`config.mk`:
```
export PLATFORM = sky130hd
export DESIGN_NAME = sweep_addr_gen
export DESIGN_NICKNAME = d
export VERILOG_FILES = /design/src/rtl/sweep_pkg.sv /design/src/rtl/sweep_clear_seq.sv /design/src/rtl/sweep_write_ptr.sv /design/src/rtl/sweep_offset.sv /design/src/rtl/sweep_addr_gen.sv
export SDC_FILE = /design/constraint.sdc
export NUM_CORES = 1
export LEC_CHECK = 0
export ABC_CLOCK_PERIOD_IN_PS = 11100
export BUFFER_PORTS_ARGS = -buffer_cell sky130_fd_sc_hd__buf_2
export CAP_MARGIN = 10
export CORE_ASPECT_RATIO = 1.2
export CORE_UTILIZATION = 45
export CTS_CLUSTER_DIAMETER = 50
export DETAILED_ROUTE_END_ITERATION = 10
export HOLD_SLACK_MARGIN = 0.1
export PLACE_DENSITY_LB_ADDON = 0.1
export SLEW_MARGIN = 20
export SYNTH_ARGS = -nofsm -noshare
export SYNTH_HDL_FRONTEND = slang
export SYNTH_SLANG_ARGS = --single-unit
export TNS_END_PERCENT = 5
```
`constraint.sdc`:
```
create_clock -name clk -period 11.1 [get_ports clk]
set_clock_uncertainty 0.2 [all_clocks]
set_input_delay 2.22 -clock clk [delete_from_list [all_inputs] [get_ports clk]]
set_output_delay 2.22 -clock clk [all_outputs]
set_load 0.005 [all_outputs]
```
`src/rtl/sweep_pkg.sv`:
```
package sweep_pkg;

  typedef enum logic {
    DIR_FWD = 1'b0,
    DIR_REV = 1'b1
  } sweep_dir_e;

  localparam int unsigned FWD_STEP  = 2;
  localparam int unsigned REV_STEP  = 4;
  localparam int unsigned TURN_OFS  = 4;
  localparam int unsigned WORDS_PER = 2;

endpackage

```
`src/rtl/sweep_clear_seq.sv`:
```
module sweep_clear_seq #(
  parameter int unsigned ADDR_W = 18
) (
  input  logic              clk,
  input  logic              rst_n,
  output logic              ready,
  output logic              clr_we,
  output logic [ADDR_W-1:0] clr_addr
);
  localparam logic [ADDR_W-1:0] LAST = '1;

  logic [ADDR_W-1:0] cnt_q;
  logic              done_q;

  always_ff @(posedge clk or negedge rst_n) begin
    if (!rst_n) begin
      cnt_q  <= '0;
      done_q <= 1'b0;
    end else if (!done_q) begin
      if (cnt_q == LAST) begin
        cnt_q  <= '0;
        done_q <= 1'b1;
      end else begin
        cnt_q <= cnt_q + ADDR_W'(1);
      end
    end
  end

  assign ready    = done_q;
  assign clr_we   = !done_q;
  assign clr_addr = cnt_q;


  clr_step_chk: assert property (@(posedge clk) disable iff (!rst_n)
    (!done_q && cnt_q != LAST) |=> (!done_q && cnt_q == $past(cnt_q) + ADDR_W'(1)));

  clr_end_chk: assert property (@(posedge clk) disable iff (!rst_n)
    (!done_q && cnt_q == LAST) |=> done_q);

  ready_hold_chk: assert property (@(posedge clk) disable iff (!rst_n)
    done_q |=> done_q);
endmodule

```
`src/rtl/sweep_write_ptr.sv`:
```
module sweep_write_ptr
  import sweep_pkg::*;
#(
  parameter int unsigned ADDR_W = 18
) (
  input  logic              clk,
  input  logic              rst_n,
  input  logic              go,
  output logic [ADDR_W-1:0] wr_l,
  output logic [ADDR_W-1:0] wr_r,
  output logic [ADDR_W-1:0] wr_nxt
);
  logic [ADDR_W-1:0] wr_q;

  assign wr_nxt = wr_q + ADDR_W'(WORDS_PER);

  always_ff @(posedge clk or negedge rst_n) begin
    if (!rst_n)  wr_q <= '0;
    else if (go) wr_q <= wr_nxt;
  end

  assign wr_l = wr_q;
  assign wr_r = wr_q + ADDR_W'(1);


  wr_adv_chk: assert property (@(posedge clk) disable iff (!rst_n)
    go |=> wr_q == $past(wr_q) + ADDR_W'(2));

  wr_hold_chk: assert property (@(posedge clk) disable iff (!rst_n)
    !go |=> $stable(wr_q));
endmodule

```
`src/rtl/sweep_offset.sv`:
```
module sweep_offset
  import sweep_pkg::*;
#(
  parameter int unsigned ADDR_W  = 18,
  parameter int unsigned OFS_W   = 24,
  parameter int unsigned MIN_LEN = 256
) (
  input  logic              clk,
  input  logic              rst_n,
  input  logic              go,
  input  logic [OFS_W-1:0]  len,
  output logic              rev,
  output logic [ADDR_W-1:0] ofs_lo,
  output logic [ADDR_W-1:0] ofs_lo_nxt
);
  sweep_dir_e        dir_q, dir_d;
  logic [OFS_W-1:0]  ofs_q, ofs_d;
  logic [OFS_W-1:0]  grown, shrink_src, shrunk;
  logic              keep_rev;

  always_comb begin
    grown      = ofs_q + OFS_W'(REV_STEP);
    keep_rev   = (dir_q == DIR_REV) && (grown < len);
    shrink_src = (dir_q == DIR_REV) ? grown : ofs_q;
    shrunk     = shrink_src - OFS_W'(FWD_STEP);
    if (keep_rev) begin
      ofs_d = grown;
      dir_d = DIR_REV;
    end else if (shrunk == '0) begin
      ofs_d = OFS_W'(TURN_OFS);
      dir_d = DIR_REV;
    end else begin
      ofs_d = shrunk;
      dir_d = DIR_FWD;
    end
  end

  always_ff @(posedge clk or negedge rst_n) begin
    if (!rst_n) begin
      ofs_q <= OFS_W'(MIN_LEN);
      dir_q <= DIR_FWD;
    end else if (go) begin
      ofs_q <= ofs_d;
      dir_q <= dir_d;
    end
  end

  assign rev        = (dir_q == DIR_REV);
  assign ofs_lo     = ofs_q[ADDR_W-1:0];
  assign ofs_lo_nxt = ofs_d[ADDR_W-1:0];


  fwd_step_chk: assert property (@(posedge clk) disable iff (!rst_n)
    (go && dir_q == DIR_FWD && ofs_q != OFS_W'(2))
      |=> (dir_q == DIR_FWD && ofs_q == $past(ofs_q) - OFS_W'(2)));

  fwd_turn_chk: assert property (@(posedge clk) disable iff (!rst_n)
    (go && dir_q == DIR_FWD && ofs_q == OFS_W'(2))
      |=> (dir_q == DIR_REV && ofs_q == OFS_W'(4)));

  rev_step_chk: assert property (@(posedge clk) disable iff (!rst_n)
    (go && dir_q == DIR_REV && (ofs_q + OFS_W'(4)) < len)
      |=> (dir_q == DIR_REV && ofs_q == $past(ofs_q) + OFS_W'(4)));

  rev_turn_chk: assert property (@(posedge clk) disable iff (!rst_n)
    (go && dir_q == DIR_REV && !((ofs_q + OFS_W'(4)) < len) && (ofs_q + OFS_W'(2)) != '0)
      |=> (dir_q == DIR_FWD && ofs_q == $past(ofs_q) + OFS_W'(2)));

  ofs_hold_chk: assert property (@(posedge clk) disable iff (!rst_n)
    !go |=> ($stable(ofs_q) && $stable(dir_q)));
endmodule

```
`src/rtl/sweep_addr_gen.sv`:
```
module sweep_addr_gen #(
  parameter int unsigned ADDR_W  = 18,
  parameter int unsigned OFS_W   = 24,
  parameter int unsigned MIN_LEN = 256
) (
  input  logic              clk,
  input  logic              rst_n,
  input  logic              sample_stb,
  input  logic [OFS_W-1:0]  buf_len,
  output logic              ready,
  output logic              clr_we,
  output logic [ADDR_W-1:0] clr_addr,
  output logic [ADDR_W-1:0] wr_addr_l,
  output logic [ADDR_W-1:0] wr_addr_r,
  output logic [ADDR_W-1:0] rd_addr_l,
  output logic [ADDR_W-1:0] rd_addr_r,
  output logic              reverse
);
  localparam logic [ADDR_W-1:0] RD_RST = ADDR_W'(0) - ADDR_W'(MIN_LEN);

  logic              go;
  logic [ADDR_W-1:0] wr_nxt, ofs_lo, ofs_lo_nxt;
  logic [ADDR_W-1:0] rd_q;

  sweep_clear_seq #(.ADDR_W(ADDR_W)) u_clear (
    .clk      (clk),
    .rst_n    (rst_n),
    .ready    (ready),
    .clr_we   (clr_we),
    .clr_addr (clr_addr)
  );

  assign go = sample_stb && ready;

  sweep_write_ptr #(.ADDR_W(ADDR_W)) u_wr (
    .clk    (clk),
    .rst_n  (rst_n),
    .go     (go),
    .wr_l   (wr_addr_l),
    .wr_r   (wr_addr_r),
    .wr_nxt (wr_nxt)
  );

  sweep_offset #(.ADDR_W(ADDR_W), .OFS_W(OFS_W), .MIN_LEN(MIN_LEN)) u_ofs (
    .clk        (clk),
    .rst_n      (rst_n),
    .go         (go),
    .len        (buf_len),
    .rev        (reverse),
    .ofs_lo     (ofs_lo),
    .ofs_lo_nxt (ofs_lo_nxt)
  );

  always_ff @(posedge clk or negedge rst_n) begin
    if (!rst_n)  rd_q <= RD_RST;
    else if (go) rd_q <= wr_nxt - ofs_lo_nxt;
  end

  assign rd_addr_l = rd_q;
  assign rd_addr_r = rd_q + ADDR_W'(1);


  rd_rel_chk: assert property (@(posedge clk) disable iff (!rst_n)
    rd_addr_l == wr_addr_l - ofs_lo);

  idle_clear_chk: assert property (@(posedge clk) disable iff (!rst_n)
    !ready |=> ($stable(wr_addr_l) && $stable(rd_addr_l) && $stable(reverse)));

  rd_hold_chk: assert property (@(posedge clk) disable iff (!rst_n)
    !go |=> $stable(rd_q));
endmodule

```
==> qor.yml, run 1 <==
core_area_um2: 15600
p_leak_nw: 3.87
setup_viol: 0
nets: 1014
post-dp-hpwl_mm: 13.6
area_delta_synth_final_pct: 11.7
drc: 0
synth_cell_types: 72
cp-start-kind: "input pin"
syn_nets: 947
grt_pass1_wl_mm: 29.9
synth-seq-cells: 78
regToRegEndpoint: "rd_addr_l[16]$_DFFE_PN1P_"
dieWidth_um: 117
track_usage_pct: 23.3
cts.clk_slew.worst_paths_ps: 60
synthArstFlopShare_pct: 100
finalCritPeriodShare_pct: 66.8
slew_violations: 0
syn_area_um2: 7140
final_util_pct: 51.2
synth_edf_count: 0
antenna_cells: 0
yosysSeqAreaShare_pct: 27.5
finalSetupTns_ps: 0
ff2ff_path_depth: 23
ios: 120
cts.sinks: 78
min_period_ps: 7410
place.gp.congestion: 0.883
grt_max_degree: 80
crit_path_end_kind: "flop"
tightest_slew_ps: 742
cts_resized: 0
vias: 6319
crit_fanout: 37
preCtsSetupSlack_ps: 3380
drive_gt1_share_pct: 17.9
r2r_setup_slack_ps: 3770
status: "completed"
timing.rr.start: "u_ofs.ofs_q[4]$_DFFE_PN0P_"
grt_overflow: 0
cts_hold_buf: 0
drtIter0Drc: 294
ir_worst_vdd_mv: 0.0612
cts_max_level: 3
grt_pass1_vias: 5825
antenna_found_initial: 0
rows: 50
routedWlPerCell_um: 15.6
fmax_ghz: 0.135
worst_slack_ps: 3690
power_density_nw_per_um2: 72.9
wirelength_mm: 18.1
arrival_ps: 7480
drv_cap: 0
critical_path_class: "input pin to flop"
clockBufferDepth: 2
hold_depth: 1
synth_cells: 878
drtPass1Iterations: 5
yosys_warnings: 0
holdPathEnd: "u_clear.clr_addr[4]$_DFFE_PN0N_"
cts_buffers: 9
vias_per_cell: 5.46
die_h_um: 140
final_cell_area_um2: 7970
min_from: "u_clear.clr_addr[4]$_DFFE_PN0N_"
die-area_um2: 16400
ys.flop_type: "dfrtp_1"
rsz0062_at_grt: "false"
numPortBuffers: 117
holdCritPathClass: "flop to flop"
worst_ep_required_time_ps: 11170
hold_viol: 0
tritoncts: "yes"
post-cts-setup-buffers: 0
cts_root_buf: "clkbuf_16"
maxSlewHeadroom_pct: 50.5
dpl_cell_area_um2: 7690
worstSkewPairLatency_ps: 340
initial_core_util_pct: 45.8
syn_avg_cell_area_um2: 8.13
detail-route-antenna-nets: 0
==> layout make-up <==
| cell class | count | area, µm² |
|---|---|---|
| Fill cell | 1547 | 7610 |
| Inverter | 46 | 173 |
| Clock inverter | 7 | 56.3 |
| Timing Repair Buffer | 122 | 626 |
| Tap cell | 208 | 260 |
| Sequential cell | 78 | 1970 |
| Clock buffer | 9 | 225 |
| Multi-Input combinational cell | 688 | 4670 |
==> cell usage after synthesis, types with 10 or more instances <==
master,n,area [µm²]
nor2_1,56,210
xor2_1,54,473
dfrtp_1,67,1680
nand4_1,28,175
a21o_1,12,90.1
o21ai_0,45,225
ha_1,41,513
nand3_1,36,180
buf_4,23,173
clkbuf_1,31,116
and2_1,10,62.6
dfstp_2,11,289
nor3_1,27,135
and3_1,26,163
xnor2_1,86,753
a21oi_1,34,170
inv_1,46,173
nand2_1,97,364
==> critical path, stage by stage <==
cell and delay, ps:
buf_2 80, inv_1 30, ha_1 290, a21o_1 180, a2111oi_0 400, o221a_2 260, o311ai_0 240, a221oi_4 300
buf_4 400, inv_1 320, mux2_2 360, ha_1 320, nor2b_1 130, o21ai_0 100, a21oi_1 200, o21ai_0 120
a21oi_1 190, o21ai_0 130, a21oi_1 320, o21bai_1 150, or4b_2 640, nand3_1 90
==> routing by layer <==
layer / track usage (%) / share of wire (%)
met1: 33.8 / 49
met2: 36.7 / 46
met3: 2.03 / 4.1
met4: 6.93 / 1.2
met5: 0 / 0
==> sequential cells by signal, indices dropped and copies added (netlist names) <==
register and cells:
rd_addr_l 18, u_clear.ready 1, u_ofs.ofs_q 23, u_ofs.rev 1
u_wr.wr_l 17, u_clear.clr_addr 18
==> kinds of logic (layout without fill, tap and decap cells) <==
| kind of cell | count (synthesis) | after routing | share of synthesized area (%) |
|---|---|---|---|
| compound gates | 154 | 154 | 14.2 |
| xor+xnor | 140 | 140 | 17.2 |
| fa+ha+maj | 43 | 43 | 7.61 |
| buf+inv | 112 | 184 | 7.31 |
| flops | 78 | 78 | 27.5 |
| mux | 12 | 12 | 1.74 |
| other cells | 2 | 2 | 0.105 |
| simple gates | 337 | 337 | 24.3 |
==> metrics by stage <==
step / total power, mW / hold WS (ps) / instances
floorplan: 0.296 / 281 / 878
global placement: 0.307 / 284 / 1142
detailed placement: 0.307 / 288 / 1142
CTS: 0.592 / 301 / 1158
global route: 0.607 / 308 / 1158
finish: 0.581 / 305 / 1158
==> layout by cell type (no fill, tap or decap), types with 3 or more instances in the layout <==
| master | count |
|---|---|
| mux2_2 | 3 |
| nor4b_1 | 4 |
| nor2_1 | 56 |
| o31a_1 | 4 |
| o21ai_0 | 45 |
| o211ai_1 | 5 |
| clkbuf_16 | 9 |
| inv_6 | 3 |
| or2_2 | 3 |
| nor2b_1 | 5 |
| mux2i_1 | 9 |
| nand3_1 | 36 |
| xor2_1 | 54 |
| a31oi_1 | 8 |
| nand2_1 | 96 |
| and2_1 | 9 |
| buf_4 | 6 |
| o31ai_1 | 5 |
| a211oi_1 | 3 |
| and3_1 | 26 |
| nor4_1 | 8 |
| nand2b_1 | 4 |
| nor3b_1 | 3 |
| a21o_1 | 12 |
| inv_1 | 46 |
| buf_2 | 116 |
| ha_1 | 41 |
| a21oi_1 | 34 |
| o21a_1 | 5 |
| or3_1 | 7 |
| nand4_1 | 28 |
| xnor2_1 | 86 |
| dfstp_2 | 11 |
| clkinvlp_4 | 4 |
| nor3_1 | 27 |
| nand3b_1 | 4 |
| o21bai_1 | 3 |
| and4_1 | 5 |
| dfrtp_1 | 67 |
| o2111ai_1 | 3 |
==> how the worst max path moves through the flow <==
stage                                     end  slack [ps]        from  cells past startpoint
floorplan           rd_addr_l[16]$_DFFE_PN1P_        4160  buf_len[4]                     21
global placement    rd_addr_l[16]$_DFFE_PN1P_        3470  buf_len[4]                     22
detailed placement  rd_addr_l[16]$_DFFE_PN1P_        3380  buf_len[4]                     22
CTS                 rd_addr_l[16]$_DFFE_PN1P_        3680  buf_len[4]                     22
global route        rd_addr_l[16]$_DFFE_PN1P_        3240  buf_len[4]                     22
finish              rd_addr_l[16]$_DFFE_PN1P_        3690  buf_len[4]                     22
==> report_power, final <==
part,switching [mW],total (mW),internal [mW]
Combinational,0.0105,0.0171,0.00655
Sequential,0,0.284,0.284
Clock,0.126,0.280,0.154
Power figures use the tool's default switching activity.
==> inputs of run 2 (changes only) <==
ABC_AREA = 1   (was unset)
ABC_CLOCK_PERIOD_IN_PS = 7700   (was 11100)
clock period = 7.7 ns   (was 11.1 ns; I/O delays follow)
==> qor.yml, run 2 <==
yosys_warnings: 0
drive_gt1_share_pct: 16.8
synth_cells: 1174
drv_cap: 0
fin_cells: 1476
min_period_ps: 6010
fmax_ghz: 0.166
arrival_ps: 6040
critical_path_class: "flop to flop"
post-dp-hpwl_mm: 15.9
seqPwrFrac_pct: 43.1
track_usage_pct: 23.7
syn_area_um2: 7530
numPortBuffers: 117
synthArstFlopShare_pct: 100
grt_overflow: 0
holdCritPathClass: "flop to flop"
status: "completed"
vias: 7460
wirelength_mm: 20.2
worst_ep_required_time_ps: 7730
grt_pass1_wl_mm: 32.4
rows: 51
ir_worst_vdd_mv: 0.0925
path_common_cell: "nand2_1"
antenna_found_initial: 0
cpMaxStageDelayCell: "inv_2"
yosysSeqAreaShare_pct: 26.1
drtPass1Iterations: 6
tightest_slew_ps: 1070
syn_nets: 1243
cts.clk_slew.worst_paths_ps: 70
core_area_um2: 16300
synth_cell_types: 43
ff2ff_path_depth: 31
cts_max_level: 3
antenna_cells: 0
synth_area_leader_cell: "dfrtp_1"
setup_viol: 0
p_leak_nw: 4.68
drc: 0
power_switching_uw: 210
nets: 1328
detail-route-antenna-nets: 0
switching_share_pct: 22.0
die_h_um: 144
regMostFlops: "u_ofs.ofs_q"
die-area_um2: 17300
crit_fanout: 24
cts_buffers: 9
layout_commonest_cell: "nand2_1"
yosysTopAreaCellShare_pct: 22.3
cts.sinks: 78
final_cell_mix: "nand2_1 (385), inv_1 (148), buf_2 (116), nand3_1 (96), nor2_1 (89)"
holdPathEnd: "rd_addr_l[17]$_DFFE_PN1P_"
dieWidth_um: 120
cts_hold_buf: 0
internal-power_uw: 743
cp-start-kind: "flop"
initial_core_util_pct: 46.3
clockBufferDepth: 2
power_frac_comb_pct: 3.3
finalSetupTns_ps: 0
max_stage_delay_ps: 580
maxSlewHeadroom_pct: 28.8
routedWlPerCell_um: 13.7
ios: 120
dp_cells: 1460
vias_per_cell: 5.05
power_density_nw_per_um2: 112
slew_violations: 0
cts_resized: 0
timing.rr.start: "u_ofs.ofs_q[4]$_DFFE_PN0P_"
largest_reg_flops: 23
synth_area_leaders: "dfrtp_1 (22%), nand2_1 (19%), inv_1 (7.4%)"
grt_max_degree: 66
r2r_setup_slack_ps: 1690
drtIter0Drc: 477
crit_path_end_kind: "flop"
hold_depth: 2
ys.flop_type: "dfrtp_1"
synth_common_cells: "nand2_1 (385), inv_1 (149), nand3_1 (96), nor2_1 (89), dfrtp_1 (67)"
regToRegEndpoint: "rd_addr_l[14]$_DFFE_PN1P_"
synth_edf_count: 0
synth-seq-cells: 78
area_delta_synth_final_pct: 12.5
finalCritPeriodShare_pct: 78.1
rsz0062_at_grt: "false"
yosysMostFrequentCell: "nand2_1"
clockPowerShare_pct: 53.7
cts_root_buf: "clkbuf_16"
fillers: 1733
place.gp.congestion: 0.902
min_from: "rd_addr_l[17]$_DFFE_PN1P_"
worstSkewPairLatency_ps: 350
hold_viol: 0
syn_avg_cell_area_um2: 6.41
tritoncts: "yes"
grt_pass1_vias: 6527
post-cts-setup-buffers: 0
==> run 2: cell types whose count changed in the layout (fill, tap and decap cells not counted), moves of 15 or more <==
cell	delta
and3_1	-26
inv_1	+102
nand2_1	+289
nand2_2	+15
nand3_1	+60
nor2_1	+33
o21ai_1	+15
xnor2_1	-71
xor2_1	-19
==> run 2: per-stage QoR <==
stage | worst slack [ps] | total power [mW] | hold WS (ps) | instance area (µm²) | utilization [%]
4_1_cts | 1700 | 0.961 | 294 | 8470 | 52.1
6_report | 1690 | 0.952 | 289 | 8470 | 52.1
2_1_floorplan | 2770 | 0.431 | 271 | 7530 | -
5_1_grt | 1050 | 0.982 | 326 | 8470 | 52.1
3_5_place_dp | 1550 | 0.450 | 282 | 8120 | 49.9
3_3_place_gp | 1670 | 0.450 | 284 | 8120 | 49.9
==> run 2: final cells by class <==
class	instances	area (µm²)	area share [%]
timing repair buffer	121	618	7.30
sequential	78	1970	23.2
clock inverter	6	118	1.39
tap	212	265	3.13
clock buffer	10	229	2.70
inverter	157	589	6.96
multi-input combinational	892	4690	55.3
==> run 2: logic make-up (layout without fill, tap and decap cells) <==
family,count (synthesis),after routing,synth area share [%]
and+or+nand+nor,673,673,40.1
buffers and inverters,204,294,11.7
AOI/OAI and AO/OA,124,124,9.04
DFF,78,78,26.1
xor gates and xnor gates,50,50,5.82
adders and majority gates,42,42,7.08
other,2,2,0.0998
muxes,1,1,0.133
==> run 2: worst max-delay path, delay by kind of cell (launching register included) <==
| family | cells | cell delay (ps) |
|---|---|---|
| compound gates | 6 | 880 |
| xor+xnor | 1 | 280 |
| fa+ha+maj | 2 | 640 |
| buf+inv | 4 | 710 |
| flops | 1 | 490 |
| simple gates | 18 | 2690 |
==> run 2: worst max path at each step <==
stage / startpoint / end / slack, ps
2_1_floorplan: buf_len[1] / rd_addr_l[14]$_DFFE_PN1P_ / 2770
3_3_place_gp: buf_len[1] / rd_addr_l[14]$_DFFE_PN1P_ / 1670
3_5_place_dp: buf_len[1] / rd_addr_l[14]$_DFFE_PN1P_ / 1550
4_1_cts: u_ofs.ofs_q[4]$_DFFE_PN0P_ / rd_addr_l[14]$_DFFE_PN1P_ / 1700
5_1_grt: u_ofs.ofs_q[4]$_DFFE_PN0P_ / rd_addr_l[14]$_DFFE_PN1P_ / 1050
6_report: u_ofs.ofs_q[4]$_DFFE_PN0P_ / rd_addr_l[14]$_DFFE_PN1P_ / 1690
==> run 2: metal layers <==
layer  vias up  wire [µm]  track usage, %
met3        18        823            2.86
met1      3386       9820            33.1
met2       162       9240            38.4
li1       3894          -               -
met4         0        318            6.78
met5         -          0               0
==> run 2: power groups by stage <==
stage          registers [mW]  clock network, mW  logic (mW)
6_report                0.410              0.511      0.0313
5_1_grt                 0.410              0.535      0.0373
4_1_cts                 0.410              0.518      0.0327
3_5_place_dp            0.417                  0      0.0325
3_3_place_gp            0.417                  0      0.0322
2_1_floorplan           0.418                  0      0.0138
